<file path="src/rtl/wdt_pkg.sv">
package wdt_pkg;

   // posting slots, in slot-index order
   localparam int NSLOT = 4;
   localparam int S_CTRL = 0;
   localparam int S_LOAD = 1;
   localparam int S_TRIG = 2;
   localparam int S_KEY  = 3;

   // word addresses (3 bits of decode)
   localparam logic [2:0] A_REV   = 3'd0;
   localparam logic [2:0] A_CTRL  = 3'd1;
   localparam logic [2:0] A_COUNT = 3'd2;
   localparam logic [2:0] A_LOAD  = 3'd3;
   localparam logic [2:0] A_TRIG  = 3'd4;
   localparam logic [2:0] A_PEND  = 3'd5;
   localparam logic [2:0] A_KEY   = 3'd6;

   // control field layout
   localparam int CTRL_EN_BIT  = 5;
   localparam int CTRL_PTV_LSB = 2;
   localparam int PTV_W        = 3;
   localparam int PSTAT_W      = 5;

   // run-key words
   localparam logic [15:0] KEY_ON1  = 16'hBBBB;
   localparam logic [15:0] KEY_ON2  = 16'h4444;
   localparam logic [15:0] KEY_OFF1 = 16'hAAAA;
   localparam logic [15:0] KEY_OFF2 = 16'h5555;

   typedef enum logic [1:0] {K_IDLE, K_ARM_ON, K_ARM_OFF} key_st_e;

   function automatic logic [2:0] slot_addr(input int s);
      case (s)
         S_CTRL:  return A_CTRL;
         S_LOAD:  return A_LOAD;
         S_TRIG:  return A_TRIG;
         default: return A_KEY;
      endcase
   endfunction

   function automatic int slot_pbit(input int s);
      case (s)
         S_CTRL:  return 0;
         S_LOAD:  return 2;
         S_TRIG:  return 3;
         default: return 4;
      endcase
   endfunction

endpackage

</file>
<file path="src/rtl/wdt_post_slot.sv">
module wdt_post_slot #(
   parameter int DW  = 32,
   parameter int LAT = 4
) (
   input  logic          clk,
   input  logic          rst_n,
   input  logic          tick,
   input  logic          wr,
   input  logic [DW-1:0] wdata,
   output logic          pend,
   output logic          commit,
   output logic [DW-1:0] cdata
);
   localparam int CW = (LAT > 1) ? $clog2(LAT) : 1;

   if (LAT < 1) begin : g_bad_lat
      $error("wdt_post_slot: LAT must be at least 1");
   end

   logic [CW-1:0] cnt_q;
   logic          last_tick;

   assign last_tick = (cnt_q == CW'(LAT - 1));
   assign commit    = pend & tick & last_tick;

   always_ff @(posedge clk or negedge rst_n) begin
      if (!rst_n) begin
         pend  <= 1'b0;
         cnt_q <= '0;
         cdata <= '0;
      end else if (commit) begin
         pend <= 1'b0;
      end else if (pend && tick) begin
         cnt_q <= cnt_q + CW'(1);
      end else if (wr && !pend) begin
         pend  <= 1'b1;
         cnt_q <= '0;
         cdata <= wdata;
      end
   end
endmodule

</file>
<file path="src/rtl/wdt_prescaler.sv">
module wdt_prescaler #(
   parameter int PTV_W   = 3,
   parameter bit HAS_DIV = 1'b1
) (
   input  logic             clk,
   input  logic             rst_n,
   input  logic             tick,
   input  logic             run,
   input  logic             clr,
   input  logic             en,
   input  logic [PTV_W-1:0] ptv,
   output logic             step
);
   localparam int DIV_W = ((1 << PTV_W) - 1 > 0) ? (1 << PTV_W) - 1 : 1;

   if (PTV_W < 1) begin : g_bad_ptv
      $error("wdt_prescaler: PTV_W must be at least 1");
   end

   if (HAS_DIV) begin : g_div
      logic [DIV_W-1:0] div_q;
      logic [DIV_W:0]   one_sh;
      logic [DIV_W-1:0] lim;
      logic             wrap;

      assign one_sh = (DIV_W + 1)'(1) << ptv;
      assign lim    = DIV_W'(one_sh - (DIV_W + 1)'(1));
      assign wrap   = (div_q == lim);
      assign step   = run & tick & (~en | wrap);

      always_ff @(posedge clk or negedge rst_n) begin
         if (!rst_n)          div_q <= '0;
         else if (!run || clr) div_q <= '0;
         else if (tick && en) div_q <= wrap ? '0 : div_q + DIV_W'(1);
      end
   end else begin : g_nodiv
      assign step = run & tick;
   end
endmodule

</file>
<file path="src/rtl/wdt_keyseq.sv">
module wdt_keyseq
   import wdt_pkg::*;
#(
   parameter int DW = 32
) (
   input  logic          clk,
   input  logic          rst_n,
   input  logic          commit,
   input  logic [DW-1:0] key,
   output logic          run
);
   key_st_e st_q;

   always_ff @(posedge clk or negedge rst_n) begin
      if (!rst_n) begin
         st_q <= K_IDLE;
         run  <= 1'b0;
      end else if (commit) begin
         if (key == DW'(KEY_ON1)) begin
            st_q <= K_ARM_ON;
         end else if (key == DW'(KEY_OFF1)) begin
            st_q <= K_ARM_OFF;
         end else begin
            st_q <= K_IDLE;
            if (st_q == K_ARM_ON && key == DW'(KEY_ON2))   run <= 1'b1;
            if (st_q == K_ARM_OFF && key == DW'(KEY_OFF2)) run <= 1'b0;
         end
      end
   end
endmodule

</file>
<file path="src/rtl/wdt_unit.sv">
module wdt_unit
   import wdt_pkg::*;
#(
   parameter int         DW            = 32,
   parameter int         ADDR_W        = 3,
   parameter int         SYNC_LAT      = 4,
   parameter int         RST_CYC       = 8,
   parameter logic [7:0] REV           = 8'h21,
   parameter bit         HAS_PRESCALER = 1'b1
) (
   input  logic              clk,
   input  logic              rst_n,
   input  logic              tick,
   input  logic [ADDR_W-1:0] addr,
   input  logic [DW-1:0]     wdata,
   input  logic              we,
   output logic [DW-1:0]     rdata,
   output logic              wdt_rst
);
   localparam int RC_W = $clog2(RST_CYC + 1);

   if (DW < 16)     begin : g_bad_dw  $error("wdt_unit: DW must hold the 16-bit key words"); end
   if (ADDR_W < 3)  begin : g_bad_aw  $error("wdt_unit: ADDR_W must be at least 3"); end
   if (RST_CYC < 1) begin : g_bad_rc  $error("wdt_unit: RST_CYC must be at least 1"); end

   // ---------------- posted write slots ----------------
   logic          pend_v   [NSLOT];
   logic          commit_v [NSLOT];
   logic [DW-1:0] cdata_v  [NSLOT];

   for (genvar s = 0; s < NSLOT; s++) begin : g_slot
      logic sel;
      assign sel = we && (addr == ADDR_W'(slot_addr(s)));
      wdt_post_slot #(.DW(DW), .LAT(SYNC_LAT)) u_slot (
         .clk    (clk),
         .rst_n  (rst_n),
         .tick   (tick),
         .wr     (sel),
         .wdata  (wdata),
         .pend   (pend_v[s]),
         .commit (commit_v[s]),
         .cdata  (cdata_v[s])
      );
   end

   logic [PSTAT_W-1:0] pstat;
   always_comb begin
      pstat = '0;
      for (int s = 0; s < NSLOT; s++) pstat[slot_pbit(s)] = pend_v[s];
   end

   // ---------------- committed registers ----------------
   logic             pre_en_q;
   logic [PTV_W-1:0] ptv_q;
   logic [DW-1:0]    load_q;
   logic [DW-1:0]    trig_q;

   always_ff @(posedge clk or negedge rst_n) begin
      if (!rst_n) begin
         pre_en_q <= 1'b0;
         ptv_q    <= '0;
         load_q   <= '0;
         trig_q   <= '0;
      end else begin
         if (commit_v[S_CTRL]) begin
            pre_en_q <= cdata_v[S_CTRL][CTRL_EN_BIT];
            ptv_q    <= cdata_v[S_CTRL][CTRL_PTV_LSB +: PTV_W];
         end
         if (commit_v[S_LOAD]) load_q <= cdata_v[S_LOAD];
         if (commit_v[S_TRIG]) trig_q <= cdata_v[S_TRIG];
      end
   end

   // ---------------- run control and timebase ----------------
   logic run_q;
   logic step;

   wdt_keyseq #(.DW(DW)) u_key (
      .clk    (clk),
      .rst_n  (rst_n),
      .commit (commit_v[S_KEY]),
      .key    (cdata_v[S_KEY]),
      .run    (run_q)
   );

   wdt_prescaler #(.PTV_W(PTV_W), .HAS_DIV(HAS_PRESCALER)) u_pre (
      .clk   (clk),
      .rst_n (rst_n),
      .tick  (tick),
      .run   (run_q),
      .clr   (commit_v[S_CTRL]),
      .en    (pre_en_q),
      .ptv   (ptv_q),
      .step  (step)
   );

   // ---------------- counter and reset pulse ----------------
   logic [DW-1:0]   cnt_q;
   logic [RC_W-1:0] rc_q;
   logic            trig_reload;
   logic            ovf;

   assign trig_reload = commit_v[S_TRIG] && (cdata_v[S_TRIG] != trig_q);
   assign ovf         = step && !trig_reload && (&cnt_q);

   always_ff @(posedge clk or negedge rst_n) begin
      if (!rst_n)                cnt_q <= '0;
      else if (trig_reload || ovf) cnt_q <= load_q;
      else if (step)             cnt_q <= cnt_q + DW'(1);
   end

   always_ff @(posedge clk or negedge rst_n) begin
      if (!rst_n)          rc_q <= '0;
      else if (ovf)        rc_q <= RC_W'(RST_CYC);
      else if (rc_q != '0) rc_q <= rc_q - RC_W'(1);
   end

   assign wdt_rst = (rc_q != '0);

   // ---------------- read path ----------------
   always_comb begin
      rdata = '0;
      case (addr)
         ADDR_W'(A_REV):   rdata[7:0] = REV;
         ADDR_W'(A_CTRL): begin
            rdata[CTRL_EN_BIT]               = pre_en_q;
            rdata[CTRL_PTV_LSB +: PTV_W]     = ptv_q;
         end
         ADDR_W'(A_COUNT): rdata = cnt_q;
         ADDR_W'(A_LOAD):  rdata = load_q;
         ADDR_W'(A_TRIG):  rdata = trig_q;
         ADDR_W'(A_PEND):  rdata[PSTAT_W-1:0] = pstat;
         default:          rdata = '0;
      endcase
   end
endmodule

</file>
<file path="config.mk">
export PLATFORM = sky130hd
export DESIGN_NAME = wdt_unit
export DESIGN_NICKNAME = d
export VERILOG_FILES = /design/src/rtl/wdt_pkg.sv /design/src/rtl/wdt_post_slot.sv /design/src/rtl/wdt_prescaler.sv /design/src/rtl/wdt_keyseq.sv /design/src/rtl/wdt_unit.sv
export SDC_FILE = /design/constraint.sdc
export NUM_CORES = 1
export LEC_CHECK = 0
export BUFFER_PORTS_ARGS = -buffer_cell sky130_fd_sc_hd__buf_2
export CAP_MARGIN = 15
export CORE_AREA = 8 8 144 146
export CTS_BUF_LIST = sky130_fd_sc_hd__clkbuf_16
export DETAILED_ROUTE_END_ITERATION = 10
export DIE_AREA = 0 0 152 154
export GPL_ROUTABILITY_DRIVEN = 0
export PLACE_DENSITY_LB_ADDON = 0.08
export SLEW_MARGIN = 10
export SYNTH_ARGS = -nofsm -noshare
export SYNTH_HDL_FRONTEND = slang
export SYNTH_SLANG_ARGS = --single-unit
</file>
<file path="constraint.sdc">
create_clock -name clk -period 3.4 [get_ports clk]
set_clock_uncertainty 0.15 [all_clocks]
set_input_delay 0.51 -clock clk [delete_from_list [all_inputs] [get_ports clk]]
set_output_delay 0.51 -clock clk [all_outputs]
set_load 0.05 [all_outputs]
</file>
==> summary.txt <==
Power
  – Static power due to leakage: 0.00555 uW
  – Worst vdd rail ir drop: about 0.63 mV
  – Power density over the cells: 897 mW/mm^2

Status
  – Result of the run: completed

Detailed routing
  – Total wire length: ~28,000 um
  – Post-DR vias/cell: about 6.2
  – Number of nets with antenna violations after detailed routing: 0
  – Overall via count from detail_route: 7,900
  – Initial DRC count: 485
  – DRC violation count after routing: 0
  – DRT Pass-1 Iters: 5
  – Average wire length per cell after detail routing: 22.0 um

Timing
  – FMAX: 313 MHz
  – Worst hold margin: 0.0960 ns
  – Worst Max-Slew Pin Slew: 0.897 ns
  – Final Hold Fails: 0
  – Final setup violation count: 0
  – Relative slew slack: 39.6%
  – Fraction of the cycle the final worst path needs: 94.0%
  – Time the final worst path needs with I/O delays and setup: 3.19 ns
  – Total negative slack for setup checks: 0 ns
  – Total count of max-transition violations in the final report: 0
  – Final WS setup: roughly 0.2 ns

Critical path
  – Worst setup endpoint: rc_q[2]
  – Register-to-Register Path Depth: 10
  – Type of element launching the critical path: register
  – Critical path arrival: 3.42 ns
  – Crit path max fanout: 8
  – Critical Setup Path Class: reg -> reg
  – Worst reg2reg setup slack: 0.21 ns
  – Start of the worst register-to-register path: ptv_q[2]
  – Required time worst endpoint: 3.62 ns
  – Launch point of the worst path: ptv_q[2]
  – Crit path capture type: register
  – Worst flop-to-flop path endpoint: rc_q[2]

Synthesis
  – Most frequently used flop master after synthesis: sky130_fd_sc_hd__dfrtp_1
  – EDFF count, synth: 0
  – Ys async rst share: 100%
  – Top cell type by total area after synthesis: sky130_fd_sc_hd__dfrtp_1
  – Yosys cell types: 62
  – Syn. warnings: 0
  – Number of standard cells after synthesis: between 900 and 1,000
  – Number of register bits inferred by synthesis: 226
  – Mean instance size in the synthesized netlist: 11.7 sq um
  – Top cells by area, synth: sky130_fd_sc_hd__dfrtp_1 51%, sky130_fd_sc_hd__mux2_2 18%, sky130_fd_sc_hd__xnor2_1 3.5%
  – Seq/Total Area, Yosys: around 51%
  – Post-synthesis instance area: 0.0110 sq mm
  – Mapped Nets: 988
  – Area share of the largest cell type after synthesis: 51.4%

Cells and area
  – Layout cell share with drive strength beyond 1: 32.1%
  – Most frequent standard cell in the layout excluding fill and tap cells: sky130_fd_sc_hd__dfrtp_1
  – Number of nets in the final layout: about 1,100
  – Post-route standard cell area excluding fillers: 0.0126 sq mm
  – Fillers: about 1,300
  – Most frequent cells in the layout: 226 x sky130_fd_sc_hd__dfrtp_1, 173 x sky130_fd_sc_hd__mux2_2, 70 x sky130_fd_sc_hd__buf_2
  – Area of all sequential standard cells: 0.00566 sq mm
  – Antenna Diode Count: 0
  – Multi-input combinational cell area: 0.00513 sq mm
  – P&R area growth vs syn: 14.9%
  – Filler-free cell count of the finished design: between 1,000 and 1,500

Placed design
  – Hpwl dp: 19,900 um
  – I/O Buffers: 71
  – Post-DP Area: ~0.012 sq mm
  – Cell Count Post-Placement: 1,228
  – Minimum setup slack after placement: roughly 0.20 ns

Global routing
  – Vias in the first global route: 8,028
  – Initial antenna violation count: 0
  – Overflow left after global routing: 0
  – Pin count of the biggest net entering global routing: 110
  – Wire length of the first global-routing pass: 44,800 um
  – GRT Resource Usage Total: 23.7%

Flow run
  – Max_cap viols: 0

Clock network
  – # H-tree levels: 1
  – Number of buffers created by CTS: 24
  – Maximum root-to-sink buffer count: 3
  – Post-CTS Setup Repair Bufs: 0
  – TritonCTS clock tree: done
  – Clock Root Buffer: sky130_fd_sc_hd__clkbuf_16
  – Clk slew on worst S/H paths: 0.06 ns
  – Clock latency at the later pin of the worst-skew pair: 0.53 ns
  – TritonCTS sink count: 226

Worst hold path
  – Worst hold-check path type: in -> reg

Die
  – Chip height: 154 um
  – Core Region: 0.0185 sq mm
  – Die area: approximately 0.023 sq mm
  – Top Ports: 72
  – Initial cell density of the core: 59.6%
  – Width of the chip: 152 um
  – # rows: 50
-- cell usage after synthesis, types with 11 or more instances --
| library cell | count |
|---|---|
| sky130_fd_sc_hd__mux2_2 | 173 |
| sky130_fd_sc_hd__a211oi_1 | 13 |
| sky130_fd_sc_hd__o21ai_0 | 43 |
| sky130_fd_sc_hd__nor4_1 | 11 |
| sky130_fd_sc_hd__a31oi_1 | 19 |
| sky130_fd_sc_hd__nor3_1 | 21 |
| sky130_fd_sc_hd__nand2_1 | 67 |
| sky130_fd_sc_hd__nor2_1 | 48 |
| sky130_fd_sc_hd__inv_1 | 15 |
| sky130_fd_sc_hd__xnor2_1 | 44 |
| sky130_fd_sc_hd__a21oi_1 | 16 |
| sky130_fd_sc_hd__nand3_1 | 28 |
| sky130_fd_sc_hd__clkbuf_1 | 31 |
| sky130_fd_sc_hd__o22a_1 | 13 |
| sky130_fd_sc_hd__nand4_1 | 14 |
| sky130_fd_sc_hd__mux2i_1 | 36 |
| sky130_fd_sc_hd__dfrtp_1 | 226 |
-- power by group --
part | internal, uW | switching (uW)
Clock | 1750 | 1100
Sequential | 3870 | 1140
Combinational | 1770 | 1720
Total | 7380 | 3960
-- metrics by stage --
stage | total power (uW) | util (%)
finish | 11300 | 68.5
global route | 11900 | 68.5
CTS | 11400 | 68.5
detailed placement | 8490 | 63.8
global placement | 8350 | 63.8
floorplan | 7320 | -
-- sequential cells by signal (all words and copies together), names as in the netlist --
name and cells:
g_slot.u_slot.cdata 100, cnt_q 32, load_q 32, trig_q 32, g_slot.u_slot.cnt_q 8, u_pre.g_div.div_q 7
g_slot.u_slot.pend 4, rc_q 4, ptv_q 3, u_key.st_q 2, pre_en_q 1, u_key.run 1
-- worst max-delay path, stage by stage (launching register included) --
cell	delay (ns)
sky130_fd_sc_hd__dfrtp_1	0.37
sky130_fd_sc_hd__or3_1	0.38
sky130_fd_sc_hd__ha_1	0.28
sky130_fd_sc_hd__xnor2_1	0.16
sky130_fd_sc_hd__xnor2_1	0.13
sky130_fd_sc_hd__a211o_1	0.31
sky130_fd_sc_hd__a211oi_4	0.46
sky130_fd_sc_hd__nand2_1	0.17
sky130_fd_sc_hd__nor3_1	0.37
sky130_fd_sc_hd__buf_4	0.21
sky130_fd_sc_hd__nor3_1	0.05
-- kinds of logic after synthesis --
logic type	after synthesis	synth area share, %
compound gates	147	9.26
xor+xnor	47	3.74
fa+ha+maj	9	1.02
buf+inv	61	2.32
flops	226	51.4
mux	209	21.0
simple gates	241	11.3
-- layer usage --
layer | track usage, % | wire [um] | vias to the layer above
li1 | - | - | 3617
met1 | 31.6 | 12700 | 4041
met2 | 39.9 | 13500 | 193
met3 | 3.45 | 1070 | 49
met4 | 6.33 | 727 | 0
met5 | 0 | 0 | -
-- repair_timing --
item / CTS / global route
resized for setup: 0 / 1
hold buffers: 1 / 0
hold endpoints to repair: 106 / 0
endpoints found under the setup margin: 0 / 1
-- worst min-delay path by stage --
stage	startpoint	to	cells after the start
floorplan	rst_n	cnt_q[0]	0
global placement	u_key.st_q[0]	u_key.st_q[0]	2
detailed placement	u_key.st_q[0]	u_key.st_q[0]	2
CTS	wdata[8]	g_slot[1].u_slot.cdata[8]	2
global route	wdata[8]	g_slot[1].u_slot.cdata[8]	2
finish	wdata[8]	g_slot[1].u_slot.cdata[8]	2
-- cell type report --
class                   count  area share [%]
clock buffers              24            4.75
clock inverters            20            2.05
inverters                  15           0.445
multi-input cells         653            40.5
flip-flops and latches    226            44.7
well taps                 234            2.31
repair buffers            101            5.18
Power figures use the tool's default switching activity.
